==> src/rtl/vol_step_ctrl.sv <==
module vol_step_ctrl #(
  parameter int DEB_CYC = 4,
  parameter int VOL_W   = 7
) (
  input  logic             clk,
  input  logic             rst_n,
  input  logic             up_n_i,
  input  logic             dn_n_i,
  input  logic             mute_n_i,
  input  logic             reg_wr_i,
  input  logic [VOL_W:0]   reg_wdata_i,
  output logic [31:0]      rd_data_o,
  output logic [VOL_W-1:0] vol_o,
  output logic             mute_o,
  output logic             chg_o
);
  localparam int CW = $clog2(DEB_CYC + 1);
  localparam logic [CW-1:0] CNT_FULL = CW'(DEB_CYC);
  localparam logic [VOL_W-1:0] VOL_MAX = {VOL_W{1'b1}};

  logic [2:0] pin_n;
  logic [2:0] ev;
  logic [VOL_W-1:0] vol_q, vol_d;
  logic mute_q, mute_d;

  assign pin_n = {mute_n_i, dn_n_i, up_n_i};

  for (genvar g = 0; g < 3; g++) begin : g_pin
    logic s1, s2;
    logic [CW-1:0] cnt;
    always_ff @(posedge clk or negedge rst_n) begin
      if (!rst_n) begin
        s1  <= 1'b1;
        s2  <= 1'b1;
        cnt <= '0;
      end else begin
        s1 <= pin_n[g];
        s2 <= s1;
        if (s2)                   cnt <= '0;
        else if (cnt != CNT_FULL) cnt <= cnt + 1'b1;
      end
    end
    assign ev[g] = s2 && (cnt == CNT_FULL);
  end

  always_comb begin
    vol_d  = vol_q;
    mute_d = mute_q;
    if (reg_wr_i) begin
      vol_d  = reg_wdata_i[VOL_W-1:0];
      mute_d = reg_wdata_i[VOL_W];
    end else begin
      if (ev[0] && !ev[1] && vol_q != VOL_MAX)   vol_d = vol_q + 1'b1;
      else if (ev[1] && !ev[0] && vol_q != '0)   vol_d = vol_q - 1'b1;
      if (ev[2]) mute_d = !mute_q;
    end
  end

  always_ff @(posedge clk or negedge rst_n) begin
    if (!rst_n) begin
      vol_q  <= '0;
      mute_q <= 1'b0;
      chg_o  <= 1'b0;
    end else begin
      vol_q  <= vol_d;
      mute_q <= mute_d;
      chg_o  <= (vol_d != vol_q) || (mute_d != mute_q);
    end
  end

  assign vol_o     = vol_q;
  assign mute_o    = mute_q;
  assign rd_data_o = {{(31 - VOL_W){1'b0}}, mute_q, vol_q};
endmodule

==> config.mk <==
export PLATFORM = sky130hd
export DESIGN_NAME = vol_step_ctrl
export DESIGN_NICKNAME = d
export VERILOG_FILES = /design/src/rtl/vol_step_ctrl.sv
export SDC_FILE = /design/constraint.sdc
export NUM_CORES = 1
export LEC_CHECK = 0
export BUFFER_PORTS_ARGS = -buffer_cell sky130_fd_sc_hd__buf_4
export CAP_MARGIN = 20
export CORE_MARGIN = 2
export CORE_UTILIZATION = 40
export DETAILED_ROUTE_END_ITERATION = 8
export HOLD_SLACK_MARGIN = 0.02
export PLACE_DENSITY_LB_ADDON = 0.1
export SETUP_SLACK_MARGIN = 0.2
export SLEW_MARGIN = 10
export SYNTH_ARGS = -nofsm -noshare
export SYNTH_HDL_FRONTEND = slang
export SYNTH_SLANG_ARGS = --single-unit
export TNS_END_PERCENT = 10
==> constraint.sdc <==
create_clock -name clk -period 2.4 [get_ports clk]
set_clock_uncertainty 0.1 [all_clocks]
set_input_delay 0.12 -clock clk [delete_from_list [all_inputs] [get_ports clk]]
set_output_delay 0.12 -clock clk [all_outputs]
set_load 0.1 [all_outputs]
**Word-level counts from Yosys, hierarchy flattened**

Cells that the tools add are included.

- Add/subtract/negate cells: 5
- Reductions and logical operators: 15
- Muxes and demuxes: 11
- Equal/unequal tests: 9

Operators by type and width:

| kind | count |
|---|---|
| $mux 7 | 3 |
| $mux 3 | 6 |
| $add 3x1->3 const B | 3 |
| $eq 3x3->1 const B | 3 |
| $ne 3x3->1 const B | 3 |
| $add 7x1->7 const B | 1 |
| $logic_and 1x1->1 | 7 |
| $ne 7x7->1 | 1 |
| $ne 7x7->1 const B | 1 |
| $reduce_bool 7->1 | 1 |
| $sub 7x1->7 const B | 1 |
| $reduce_bool 2->1 | 3 |
| $logic_not 1->1 | 3 |
| $mux 1 | 2 |
| $logic_or 1x1->1 | 1 |
| $ne 1x1->1 | 1 |

- Register bits: 24
- Logic and storage cells: 52
- Bits of input ports: 14

**Depth between registers and ports, before layout**

- Depth in word-level cells: 10
- Mapped depth: 8
- Mapped depth without buffers: 7

**Least setup slack after synthesis**

OpenSTA, ideal clock, no wires.

- Path kind: register -> register
- From: register vol_q[0] (netlist: vol_o[0])
- To: register vol_q[5] (netlist: vol_o[5])
- Required time: 2.208 ns
- Arrival: 2.441 ns
- Clock period less this slack: 2.633 ns
- Buffers on the path: 0
- Stages on the path, launching flop included: 8
- Path slack: -0.233 ns
- Cells stage by stage: dfrtp_1 > inv_1 > ha_1 > nor2b_1 > a211oi_4 > nand4_1 > and3_1 > o31ai_2

- Word-level cells in the longest chain between the ends: 5
- Elaborated cells on any way between the ends: 9
- Classes of those cells: 2 x add/sub; 1 x eq/ne; 3 x mux; 3 x reduce/logical

Ends and longest elaborated chain:

| element | RTL line | text |
|---|---|---|
| start: declaration | 23 | `logic [VOL_W-1:0] vol_q, vol_d;` |
| start signal: assignment | 65 | `vol_q <= vol_d;` |
| branches (longest 3 deep; another with $sub 7x1->7) | n/a |  |
| $mux 7 (*) | 53 | `if (ev[0] && !ev[1] && vol_q != VOL_MAX) vol_d = vol_q + 1'b1;` |
| $mux 7 (*) | 49 | `if (reg_wr_i) begin` |
| named net vol_d[5] | 23 |  |

Mark *: on every way through the listed nets, which the timed path passes.
A chain may end at the register's enable or synchronous reset.

**Final worst setup path**

- From: register g_pin[0].cnt[0]
- To: register vol_q[5] (netlist: vol_o[5])

- Word-level cells in the longest chain between the ends: 8
- Elaborated cells on any way between the ends: 10
- Classes of those cells: 1 x eq/ne; 3 x mux; 6 x reduce/logical

Ends and longest elaborated chain:

| element | RTL line | text |
|---|---|---|
| start: declaration | 30 | `logic [CW-1:0] cnt;` |
| start signal: assignment | 40 | `else if (cnt != CNT_FULL) cnt <= cnt + 1'b1;` |
| $eq 3x3->1 (*) | 43 | `assign ev[g] = s2 && (cnt == CNT_FULL);` |
| $logic_and 1x1->1 (*) | 43 |  |
| $logic_not 1->1 | 54 | `else if (ev[1] && !ev[0] && vol_q != '0) vol_d = vol_q - 1'b1;` |
| $logic_and 1x1->1 (2 in series) | 54 |  |
| $mux 7 | 54 |  |
| $mux 7 (*) | 53 |  |
| $mux 7 (*) | 49 |  |
| named net vol_d[5] | 23 |  |

Mark *: on every way through the listed nets, which the timed path passes. The rest lies on a longest branch.

==> impl_results.md <==
* Outcome: completed
* Grt peak-use layer: met2
* Hold_sp: reg_wdata_i[1]
* Critical Path Start: g_pin[0].cnt[0]$_DFFE_PN0P_
* Hold_ws at 0.03106 ns
* Crit-path cells: inv_1, ha_1, and3_2, a211oi_4, nand4_1, and3_1, o31ai_2
* Power per standard cell area at 762.6 mW/mm²
* IO Pins at 55
* Unique masters post-synth at 39
* GPL Wtd Cong at 0.9255
* Initial DRC Count at between 40 and 50
* # DRC at 0
* Post-Route WL at 3099 µm
* Antenna cells at 0
* Met1 Usage GRT at a little under a fifth
* Initial Util at 41.51%
* Core area at 0.004000 mm²
* Setup TNS at 0 ns
* Total congestion overflow at 0
* RSZ-0062 raised after global routing: false
* Fin worst setup slack at 0.4085 ns
* Post-synth EDFFs at 0
* Cell Rows at 23
* Count of pins over their slew limit at 0
* # Post-CTS Setup Buffers at 0
* Setup-failing EPs final at 0
* Syn_area_per_cell at 9.073 µm²
* Reg2reg end: vol_o[5]$_DFF_PN0_
* Share of layout cells above drive strength 1 at 25.58%
* H-tree depth at 1
* Leakage at 0.8864 nW
* Crit-path slowest cell: dfrtp_1
* CP required at 2.49 ns
* Max Buffers Root-to-Sink at 2
* Met2 Use GR at approximately a quarter
* CP arrival at 2.08 ns
* Antenna violations before repair at 0
* Worst vdd ir at 0.0003467 V
* Async set or reset register ratio after synthesis at 100.0%
* Die X at 68.43 µm
* Root Driver: clkbuf_8
* Hold Path Class: in -> reg
* Ys Warns at 0
* Commonest non-fill, non-tap cells in the layout: buf_4, conb_1, nand2_1, nor2_1, dfrtp_1
* Synthesized cell area at 0.001660 mm²
* Latest clock arrival within the worst-skew pair at 0.27 ns
* Post-synthesis sequential area ratio at 36.62%
* Worst reg2reg setup slack at 0.41 ns
* Crit Reg-Reg Startpoint: g_pin[0].cnt[0]$_DFFE_PN0P_
* Crit Path Max Fanout at 7
* CTS Buf Count at 3
* Crit-path max cell delay at around 0.4 ns
* Clock transition at path regs at 0.09 ns
* Routed wire per std cell at 11.69 µm
* DPL Wire Length at 2426 µm
* Synth Register Bits at 24
* Largest net degree at the start of global routing at 25
* Crit start category: register
* First-pass DRT Iterations at 4
* Post-synthesis instance total at 183
* Vias at roughly 1,300
* Die H at 68.43 µm
* Hold Fails Final Rpt at 0
* Met3 Use GR at about 2.0%
* FF-to-FF path depth at 7
* Global-route wire length before repair at about 5100 µm
* Worst Hold Endpoint: vol_o[1]$_DFF_PN0_
* P&R area growth vs syn at 17.78%
* Commonest non-fill, non-tap cell in the layout: buf_4
* Max cap viols at 0
* Crit end category: register
* Total track usage at 14.43%
* Via/cell ratio at 4.758
* Worst hold stages at 3
* Antenna-violating nets left at 0
* Number of global-route vias before repair at 1,147
* DIE AREA at 0.004682 mm²
* Final net count at 239
* Fmax at 502.1 MHz
* Final Cycle Share at 82.98%
* I/O Buffers at 30
* Sink Count at 24
* CTS-repair resized insts at 0
* Fin crit period at 1.992 ns
* Worst Setup Path Type: reg -> reg
* DP Worst Slack at between 0.4 and 0.5 ns
* Primary FF master, synth: dfrtp_1
* TritonCTS clock tree: yes
[worst max path at each step]
| stage | endpoint | cells past startpoint |
|---|---|---|
| finish | vol_o[5]$_DFF_PN0_ | 7 |
| global route | vol_o[5]$_DFF_PN0_ | 7 |
| CTS | vol_o[5]$_DFF_PN0_ | 7 |
| detailed placement | vol_o[5]$_DFF_PN0_ | 7 |
| global placement | vol_o[5]$_DFF_PN0_ | 7 |
| floorplan | vol_o[5]$_DFF_PN0_ | 7 |
[timing repair]
action | in CTS | in global routing
endpoints found under the hold margin | 33 | 0
hold buffers | 10 | 0
endpoints found under the setup margin | 0 | 0
[power breakdown]
part	leakage (nW)	switching, mW	internal (mW)	total [mW]
registers	0.282	0.0548	0.451	0.506
clock network	0.0357	0.136	0.223	0.359
logic	0.569	0.491	0.135	0.626
total	0.886	0.682	0.810	1.49
[layer usage]
metal	share of wire (%)	up-vias
met2	49	44
met3	4.2	5
met1	45	595
li1	-	617
met5	0	-
met4	1.5	0
[synth_stat cells (2+ instances only)]
cell      instances  share of area (%)
xnor2_1          11                5.8
nand4_1           4                1.5
xor2_1            3                1.6
a32oi_1           2                1.1
a21oi_1           5                1.5
o21ai_1           3               0.90
nand3b_1          2               0.90
ha_1              9                6.8
and3_1            3                1.1
nor2_1           16                3.6
and3_2            3                1.4
nor3_1            3               0.90
buf_4            32                 14
nand3_1           8                2.4
dfrtp_1          18                 27
o21ai_0           2               0.60
and2_1            3                1.1
nand2_1          19                4.3
dfstp_2           6                9.5
a311oi_1          2                1.1
inv_1            11                2.5
[stage by stage]
stage / power, mW / std cells / area, µm² / utilization (%)
final: 1.491 / 265 / 1956 / 48.89
after floorplan: 1.067 / 206 / 1757 / -
after detailed placement: 1.129 / 251 / 1784 / 44.60
after CTS: 1.507 / 265 / 1956 / 48.89
after global placement: 1.120 / 251 / 1784 / 44.60
after global routing: 1.572 / 265 / 1956 / 48.89
[flip-flops by register name, summed over array words and instances (netlist names)]
signal	count
g_pin.cnt	9
chg_o	1
g_pin.s2	3
mute_o	1
vol_o	7
g_pin.s1	3
[critical path, delay by kind of cell, from the launching register on]
| family | cells | cell delay, ns |
|---|---|---|
| compound gates | 2 | 0.49 |
| simple gates | 3 | 0.64 |
| fa+ha+maj | 1 | 0.23 |
| buf+inv | 1 | 0.06 |
| flops | 1 | 0.40 |
[cells by family after synthesis]
group,share of synthesized area (%)
XOR/XNOR,7.385
other,0.2259
buffers and inverters,18.16
AND/OR/NAND/NOR,20.80
multiplexers,0.6029
AO/OA/AOI/OAI,9.420
adder cells (fa/ha/maj),6.782
flip-flops,36.62
[cell type report]
type	instances	area [µm²]
Clock buffer	3	41.29
Clock inverter	1	30.03
Fill cell	390	2044
Inverter	11	41.29
Multi-Input combinational cell	136	837.1
Sequential cell	24	618.1
Tap cell	50	62.56
Timing Repair Buffer	40	325.3
No activity file was read; power rests on OpenSTA's default activity.
